==> src/rtl/lsu_fmt_pkg.sv <==
package lsu_fmt_pkg;
  typedef enum logic [1:0] {
    SZ_BYTE = 2'd0,
    SZ_WORD = 2'd1,
    SZ_LONG = 2'd2,
    SZ_QUAD = 2'd3
  } accSize_e;

  // strobes from control to datapath
  typedef struct packed {
    logic issue;    // register a memory request
    logic flagMis;  // raise misalign pulse
    logic capture;  // latch formatted load data
  } lsuStrobe_t;
endpackage

==> src/rtl/lsu_fmt_datapath.sv <==
module lsu_fmt_datapath
  import lsu_fmt_pkg::*;
#(
  parameter int ADDR_W = 64,
  parameter int DATA_W = 64,
  parameter int OFS_W  = 32
) (
  input  logic                clk,
  input  logic                rstN,
  input  lsuStrobe_t          strobe,
  input  logic                reqStore,
  input  logic [1:0]          reqSize,
  input  logic                reqUnaligned,
  input  logic [ADDR_W-1:0]   baseAddr,
  input  logic [OFS_W-1:0]    offset,
  input  logic [DATA_W-1:0]   storeData,
  input  logic [DATA_W-1:0]   memRData,
  output logic                misalignNow,
  output logic                memReqValid,
  output logic [ADDR_W-1:0]   memReqAddr,
  output logic                memWrite,
  output logic [DATA_W/8-1:0] memByteEn,
  output logic [DATA_W-1:0]   memWData,
  output logic                misalign,
  output logic                loadValid,
  output logic [DATA_W-1:0]   loadResult
);
  localparam int LANES  = DATA_W / 8;
  localparam int LANE_W = $clog2(LANES);

  logic [ADDR_W-1:0] effAddr;
  accSize_e          effSize;
  logic [LANE_W-1:0] laneOff;
  logic [LANE_W-1:0] alignMask;
  logic [LANES-1:0]  laneMask;
  logic [DATA_W-1:0] dataMask;
  logic [LANE_W-1:0] savedOff;
  accSize_e          savedSize;
  logic [DATA_W-1:0] shiftedRd;
  logic [DATA_W-1:0] fmtData;

  assign effAddr = baseAddr + {{(ADDR_W-OFS_W){offset[OFS_W-1]}}, offset};
  assign effSize = reqUnaligned ? SZ_QUAD : accSize_e'(reqSize);
  assign laneOff = reqUnaligned ? '0 : effAddr[LANE_W-1:0];

  always_comb begin
    case (effSize)
      SZ_BYTE: begin alignMask = LANE_W'(0); laneMask = LANES'(8'h01); end
      SZ_WORD: begin alignMask = LANE_W'(1); laneMask = LANES'(8'h03); end
      SZ_LONG: begin alignMask = LANE_W'(3); laneMask = LANES'(8'h0F); end
      default: begin alignMask = LANE_W'(7); laneMask = LANES'(8'hFF); end
    endcase
  end

  assign misalignNow = !reqUnaligned && |(effAddr[LANE_W-1:0] & alignMask);

  for (genvar g = 0; g < LANES; g++) begin : g_lane
    assign dataMask[8*g +: 8] = {8{laneMask[g]}};
  end

  assign shiftedRd = memRData >> {savedOff, 3'b000};

  always_comb begin
    case (savedSize)
      SZ_BYTE: fmtData = {{(DATA_W-8){1'b0}}, shiftedRd[7:0]};
      SZ_WORD: fmtData = {{(DATA_W-16){1'b0}}, shiftedRd[15:0]};
      SZ_LONG: fmtData = {{(DATA_W-32){shiftedRd[31]}}, shiftedRd[31:0]};
      default: fmtData = shiftedRd;
    endcase
  end

  always_ff @(posedge clk) begin
    if (!rstN) begin
      memReqValid <= 1'b0;
      memReqAddr  <= '0;
      memWrite    <= 1'b0;
      memByteEn   <= '0;
      memWData    <= '0;
      misalign    <= 1'b0;
      loadValid   <= 1'b0;
      loadResult  <= '0;
      savedOff    <= '0;
      savedSize   <= SZ_BYTE;
    end else begin
      memReqValid <= strobe.issue;
      misalign    <= strobe.flagMis;
      loadValid   <= strobe.capture;
      if (strobe.issue) begin
        memReqAddr <= {effAddr[ADDR_W-1:LANE_W], {LANE_W{1'b0}}};
        memWrite   <= reqStore;
        memByteEn  <= laneMask << laneOff;
        memWData   <= (storeData & dataMask) << {laneOff, 3'b000};
        savedOff   <= laneOff;
        savedSize  <= effSize;
      end
      if (strobe.capture) loadResult <= fmtData;
    end
  end
endmodule

==> src/rtl/lsu_fmt_control.sv <==
module lsu_fmt_control
  import lsu_fmt_pkg::*;
(
  input  logic       clk,
  input  logic       rstN,
  input  logic       reqValid,
  input  logic       reqStore,
  input  logic       misalignNow,
  input  logic       memRspValid,
  output logic       reqReady,
  output lsuStrobe_t strobe
);
  typedef enum logic {ST_IDLE, ST_WAIT} ctlState_e;
  ctlState_e state;
  logic      accept;

  assign reqReady       = (state == ST_IDLE);
  assign accept         = reqValid && reqReady;
  assign strobe.issue   = accept && !misalignNow;
  assign strobe.flagMis = accept && misalignNow;
  assign strobe.capture = (state == ST_WAIT) && memRspValid;

  always_ff @(posedge clk) begin
    if (!rstN) begin
      state <= ST_IDLE;
    end else begin
      case (state)
        ST_IDLE: if (strobe.issue && !reqStore) state <= ST_WAIT;
        default: if (strobe.capture) state <= ST_IDLE;
      endcase
    end
  end
endmodule

==> src/rtl/lsu_lane_fmt.sv <==
module lsu_lane_fmt
  import lsu_fmt_pkg::*;
#(
  parameter int ADDR_W = 64,
  parameter int DATA_W = 64,
  parameter int OFS_W  = 32
) (
  input  logic                clk,
  input  logic                rstN,
  input  logic                reqValid,
  output logic                reqReady,
  input  logic                reqStore,
  input  logic [1:0]          reqSize,
  input  logic                reqUnaligned,
  input  logic [ADDR_W-1:0]   baseAddr,
  input  logic [OFS_W-1:0]    offset,
  input  logic [DATA_W-1:0]   storeData,
  output logic                memReqValid,
  output logic [ADDR_W-1:0]   memReqAddr,
  output logic                memWrite,
  output logic [DATA_W/8-1:0] memByteEn,
  output logic [DATA_W-1:0]   memWData,
  input  logic                memRspValid,
  input  logic [DATA_W-1:0]   memRData,
  output logic                misalign,
  output logic                loadValid,
  output logic [DATA_W-1:0]   loadResult
);
  lsuStrobe_t strobe;
  logic       misalignNow;

  lsu_fmt_control ctl_i (
    .clk(clk), .rstN(rstN), .reqValid(reqValid), .reqStore(reqStore),
    .misalignNow(misalignNow), .memRspValid(memRspValid),
    .reqReady(reqReady), .strobe(strobe)
  );

  lsu_fmt_datapath #(.ADDR_W(ADDR_W), .DATA_W(DATA_W), .OFS_W(OFS_W)) dp_i (
    .clk(clk), .rstN(rstN), .strobe(strobe), .reqStore(reqStore),
    .reqSize(reqSize), .reqUnaligned(reqUnaligned), .baseAddr(baseAddr),
    .offset(offset), .storeData(storeData), .memRData(memRData),
    .misalignNow(misalignNow), .memReqValid(memReqValid),
    .memReqAddr(memReqAddr), .memWrite(memWrite), .memByteEn(memByteEn),
    .memWData(memWData), .misalign(misalign), .loadValid(loadValid),
    .loadResult(loadResult)
  );
endmodule

==> config.mk <==
export PLATFORM = sky130hd
export DESIGN_NAME = lsu_lane_fmt
export DESIGN_NICKNAME = d
export VERILOG_FILES = /design/src/rtl/lsu_fmt_pkg.sv /design/src/rtl/lsu_fmt_datapath.sv /design/src/rtl/lsu_fmt_control.sv /design/src/rtl/lsu_lane_fmt.sv
export SDC_FILE = /design/constraint.sdc
export NUM_CORES = 1
export LEC_CHECK = 0
export ABC_AREA = 1
export ABC_CLOCK_PERIOD_IN_PS = 2900
export BUFFER_PORTS_ARGS = -buffer_cell sky130_fd_sc_hd__buf_2
export CORE_ASPECT_RATIO = 0.75
export CORE_MARGIN = 2
export CORE_UTILIZATION = 40
export DETAILED_ROUTE_END_ITERATION = 12
export PLACE_DENSITY = 0.71
export RECOVER_POWER = 25
export SYNTH_ARGS = -nofsm -noshare
export SYNTH_HDL_FRONTEND = slang
export SYNTH_SLANG_ARGS = --single-unit
==> constraint.sdc <==
create_clock -name clk -period 2.9 [get_ports clk]
set_input_delay 0.29 -clock clk [delete_from_list [all_inputs] [get_ports clk]]
set_output_delay 0.29 -clock clk [all_outputs]
set_load 0.01 [all_outputs]
Yosys cells after proc, flatten, opt, wreduce, memory -nomap -nowiden
Index checks and enable logic that the tools add are counted.
{"block": "word_totals", "regBits": 207, "inputBits": 232, "out_inout_bits": 205, "elab_cells": 42}
{"block": "classes", "add_sub_neg": 1, "n_eq_ne": 4, "n_shift": 3, "mux": 8, "n_bitwise": 3, "n_reduce_logical": 12}
{"op": "$pmux 64 s3", "count": 1}
{"op": "$add 64x64->64", "count": 1}
{"op": "$and 64x64->64", "count": 1}
{"op": "$shl 64x6->64", "count": 1}
{"op": "$shr 64x6->64", "count": 1}
{"op": "$pmux 8 s3", "count": 1}
{"op": "$pmux 3 s3", "count": 1}
{"op": "$shl 8x3->8", "count": 1}
{"op": "$logic_and 1x1->1", "count": 6}
{"op": "$eq 2x1->1 const B", "count": 2}
{"op": "$eq 2x2->1 const B", "count": 2}
{"op": "$logic_not 2->1", "count": 2}
{"op": "$and 3x3->3", "count": 1}
{"op": "$logic_not 1->1", "count": 3}
{"op": "$mux 1", "count": 3}
{"op": "$mux 3", "count": 1}
{"op": "$reduce_or 3->1", "count": 1}
{"op": "$mux 2", "count": 1}
{"op": "$not 1->1", "count": 1}

Logic depth before layout (Yosys ltp)
{"block": "depth", "depth_word": 11, "ltp_mapped": 18, "mapped_depth_nobuf": 18}

By module
A second synthesis with hierarchy kept.
{"block": "hier_totals", "hier_cells": 2831, "hier_area_um2": 16220.6}
{"module": "lsu_fmt_datapath", "n_inst": 1, "cells_per_inst": 2817, "area_per_inst_um2": 16140.5, "seq_area_each_um2": 4124.0}
{"module": "lsu_fmt_control", "n_inst": 1, "cells_per_inst": 14, "area_per_inst_um2": 80.1, "seq_area_each_um2": 20.0}

Worst setup path after synthesis
No wires, ideal clock.
{"block": "synth_path", "path_kind": "input to register", "startpoint": "input offset[0]", "endpoint": "register dp_i.memWData[38]", "setup_ns": 0.113, "arrival_ns": 2.213, "required_time_ns": 2.787, "slack_ns": 0.574, "path_stages": 18, "n_path_buf": 2, "cell_sequence": "ha_1 > inv_1 > fa_1 > or2_1 > buf_4 > nand2_2 > nand2_1 > o21ai_2 > inv_2 > nand2_4 > inv_4 > nand2_4 > inv_2 > buf_6 > nand2_1 > nor2_1 > o21ai_1 > inv_1"}
{"block": "synth_between", "elab_chain_len": 6, "word_cells_on_any_way": 8, "cone_classes": "1 x add/sub; 1 x shift; 1 x mux; 1 x bitwise; 4 x reduce/logical"}
{"element": "from (decl)", "line_no": "lsu_lane_fmt.sv:16", "source": "input logic [OFS_W-1:0] offset,"}
{"element": "$add 64x64->64 *", "line_no": "lsu_fmt_datapath.sv:42", "source": "assign effAddr = baseAddr + {{(ADDR_W-OFS_W){offset[OFS_W-1]}}, offset};"}
{"element": "branches (longest 5 deep; another with $shl 64x6->64)"}
{"element": "to (signal assigned)", "line_no": "lsu_fmt_datapath.sv:92", "source": "memWData <= (storeData & dataMask) << {laneOff, 3'b000};"}
{"element": "to (decl)", "line_no": "lsu_fmt_datapath.sv:23", "source": "output logic [DATA_W-1:0] memWData,"}
Every way passes the cells marked *.
A chain may end at the register's enable or synchronous reset.

Final worst setup path
{"block": "layout_path", "startpoint": "input offset[0]", "endpoint": "register dp_i.memWData[3]"}
Same word-level chain as after synthesis.

==> results.rst <==
.. list-table::
   :header-rows: 1

   * - Metric
     - Value
   * - Antenna violations before repair
     - 4
   * - Number of cell instances on the worst register-to-register path
     - 4
   * - Setup tns final
     - 0 ps
   * - Cell type with the highest aggregate area in the netlist
     - dfxtp_1
   * - Number of levels in the clock H-tree
     - 1
   * - CTS sink cnt
     - 207
   * - Antenna-violating nets left
     - 0
   * - Sort of element at the start of the critical path
     - primary input
   * - Commonest register cell after synthesis
     - dfxtp_1
   * - Clock latency of the later-clocked register in the worst-skew pair
     - 540 ps
   * - Setup repair after global routing missed its margin
     - no
   * - Std-Cell Rows
     - 63
   * - Path category of the worst min-delay check
     - in -> reg
   * - Run status
     - complete, but fails checks
   * - Number of buffers created by CTS
     - 25
   * - Number of DRC violations after detailed routing
     - 0
   * - Std-Cell Core Area
     - 39,700 um2
   * - Post-cts repair resize count
     - 0
   * - PortBufs
     - 433
   * - Violations in the final reports
     - max-capacitance violations, max-slew violations
   * - Fraction of the yosys area taken by sequential cells
     - 25.5%
   * - Total global-route track usage
     - 28.9%
   * - Via count
     - 19,500
   * - Post-synthesis cell type count
     - 42
   * - Final core utilization
     - 49.4%
   * - Relative slew margins
     - -15.5%
   * - Cell area power density
     - 490 nW/um2
   * - Share of total power in combinational logic
     - 33.4%
   * - Routability cong.
     - 0.996
   * - Leakage power figure
     - 0.0107 uW
   * - Detail Placement HPWL
     - 50,100 um
   * - Worst Hold Depth
     - 3
   * - Number of global-route vias before repair
     - 16,900
   * - Drt initial violations
     - 2,061
   * - Slew Viols, Final
     - 40
   * - Clock-pin transition on the worst setup and hold timing paths
     - 60 ps
   * - Transition time of the tightest slew-check pin
     - 1730 ps
   * - Die boundary height
     - 178 um
   * - P_sw
     - 3610 uW
   * - Clock tree from TritonCTS
     - done
   * - Setup repair bufs after CTS
     - 0
   * - Total of warnings raised by yosys
     - 0
   * - Layout overhead on the synthesized area
     - 20.9%
   * - TritonRoute pass-1 iters
     - 5
   * - Worst clock skew on the final layout
     - 14.0 ps
   * - Cell chosen for the clock root
     - clkbuf_16
   * - Post-synthesis sequential element count
     - 207
   * - Worst voltage drop across the vdd grid
     - 0.315 mV
   * - Cell area after technology mapping
     - 16,200 um2
   * - Via density per instance
     - 5.14
   * - Power Total
     - 9630 uW
   * - Total die area
     - 42,200 um2
   * - Total global routing overflow
     - 0
   * - Arr. time, crit path
     - 2820 ps
   * - Critical Setup Path Class
     - in -> reg
   * - Startpoint of the worst register-to-register path
     - ctl_i.state
   * - Fraction of power spent switching nets
     - 37.5%
   * - Part of the cycle the worst path needs
     - 81.7%
   * - Post-synth EDFFs
     - 0
   * - Highest-delay cell along the critical path
     - fa_1
   * - Number of violations of the max-capacitance limit
     - 1
   * - Part of the total power dissipated in the clock network
     - 33.3%
   * - Final-report hold violation count
     - 0
   * - Average detailed-routed wire length per instance
     - 16.9 um
   * - Cell breakdown of the critical path
     - buf_2 > ha_1 > inv_1 > fa_1 > or2_2 > nand2_2 > nand2_1 > o21ai_2 > inv_2 > nand2_4 > inv_4 > nand2_2 > inv_2 > nand2_1 > inv_2 > nand2_1 > a21oi_1
   * - Fraction of registers with async set or reset after synthesis
     - 0%
   * - Count of mapped cells out of synthesis
     - 2,876
   * - CTS Buffer Depth
     - 3
   * - Highest fanout seen on the critical path
     - 23
   * - Pin count of the biggest net entering global routing
     - 92
   * - Start point of the critical path
     - offset[0]
   * - Reg2reg setup slack
     - 540 ps
   * - Avg Cell Area, Syn
     - 5.64 um2
   * - CP Data Required Time
     - 3350 ps
   * - Layout cell share with drive strength beyond 1
     - 13.3%
   * - # nets final
     - 3,547
   * - Internal power component
     - 6010 uW
   * - Detailed Route WL
     - 64,100 um
   * - Endpoint class of the critical path
     - flop
   * - Maximum frequency from static timing analysis
     - 422 MHz
   * - Terminating pin of the worst hold path
     - dp_i.memWData[1]
   * - Yosys top cell area share
     - 25.5%
   * - Startpoint of the worst hold path
     - storeData[1]
   * - Synth area leaders
     - dfxtp_1, nand2_1, inv_1, o21ai_0, nor2_1
   * - Count of endpoints failing setup in the final report
     - 0
   * - Seq pwr share
     - 33.3%
   * - Number of top-level pins
     - 437
   * - Initial cell density of the core
     - 40.8%
   * - Global-route wire length before repair
     - 96,100 um
   * - Die boundary width
     - 237 um
   * - Reg-to-reg critical path endpoint
     - dp_i.loadResult[60]
   * - Hold-fix buffer count after cts
     - 1
   * - Final critical-path required period
     - 2370 ps
   * - Largest incremental delay on the critical path
     - 540 ps
==> power groups by stage <==
| stage | Sequential, uW | Combinational [uW] | Clock (uW) |
|---|---|---|---|
| finish | 3200 | 3220 | 3200 |
| global route | 3230 | 3560 | 3380 |
| CTS | 3200 | 3190 | 3260 |
| detailed placement | 3260 | 3170 | 0 |
| global placement | 3260 | 3170 | 0 |
| floorplan | 3350 | 1910 | 0 |
==> worst max-delay path, delay by kind of cell <==
kind	cells	cell delay, ps
AO/OA/AOI/OAI	2	210
adder cells (fa/ha/maj)	2	690
buffers and inverters	6	840
AND/OR/NAND/NOR	7	780
==> Yosys cell counts, types with 5 or more instances <==
library cell	n
inv_1	431
mux2i_1	18
buf_2	34
a22oi_1	10
o221ai_1	5
ha_1	63
nor3_1	35
o21ai_0	173
nor2_1	228
xnor2_1	18
a21oi_1	163
dfxtp_1	207
buf_1	10
clkbuf_1	76
o21ai_1	16
o211ai_1	41
nand3_1	136
xor2_1	12
inv_2	8
nand2_1	1085
nand4_1	12
buf_4	8
a31oi_1	51
==> state kept, by name, indices dropped and copies added, names as in the netlist <==
register / cells
dp_i.savedSize: 2
dp_i.loadResult: 64
dp_i.memReqAddr: 61
ctl_i.state: 1
dp_i.memByteEn: 8
dp_i.savedOff: 3
dp_i.memReqValid: 1
dp_i.memWrite: 1
dp_i.loadValid: 1
dp_i.memWData: 64
dp_i.misalign: 1
==> stage by stage <==
step           instance area, um2  instances  setup WS, ps  hold slack (ps)
5_1_grt                     19600       3790           345             25.7
2_1_floorplan               16200       2878           574              433
6_report                    19600       3793           531             35.7
4_1_cts                     19700       3789           603             10.3
3_5_place_dp                18900       3743          63.7              446
3_3_place_gp                18900       3743           133              445
==> placed cells by master, fill, tap and decap left out, drive strengths merged, types with 5 or more instances in the layout <==
cell type / instances
a31oi: 51
a22oi: 10
mux2i: 18
xnor2: 18
a21oi: 163
ha: 63
nand2: 1090
inv: 440
xor2: 12
nor3: 35
nor2: 228
clkbuf: 138
o221ai: 5
o21ai: 190
o211ai: 41
buf: 374
clkinv: 7
or2: 5
dfxtp: 207
nand4: 12
nand3: 136
==> cell families (layout without fill, tap and decap cells) <==
logic type / count (synthesis) / in the layout / synth area share [%]
xor+xnor: 30 / 30 / 1.62
other cells: 1 / 7 / 0.0231
flops: 207 / 207 / 25.5
fa+ha+maj: 64 / 64 / 4.98
buf+inv: 573 / 964 / 13.8
simple gates: 1508 / 1508 / 36.6
mux: 18 / 18 / 1.11
compound gates: 475 / 475 / 16.3
==> cell type report <==
cell class / count / area (um2)
antenna: 4 / 10.0
clock buffer: 36 / 707
multi-input combinational: 2098 / 9850
tap: 520 / 651
fill: 4368 / 20100
inverter: 442 / 1660
clock inverter: 9 / 110
sequential: 207 / 4150
timing repair buffer: 477 / 2480
==> worst max path at each step <==
stage          cells past startpoint                  end  slack, ps
2_1_floorplan                     18    dp_i.memWData[38]        570
3_3_place_gp                      16    dp_i.memWData[32]        130
3_5_place_dp                      16    dp_i.memWData[32]         60
4_1_cts                           17     dp_i.memWData[3]        600
5_1_grt                            4  dp_i.loadResult[60]        350
6_report                          17     dp_i.memWData[3]        530
==> layer usage <==
metal  GRT usage [%]  part of all wire [%]
met5               0                  0.11
met4            6.14                   2.2
met3            6.99                    11
met2            42.9                    41
met1            41.9                    46
(Power assumes the default switching activity.)
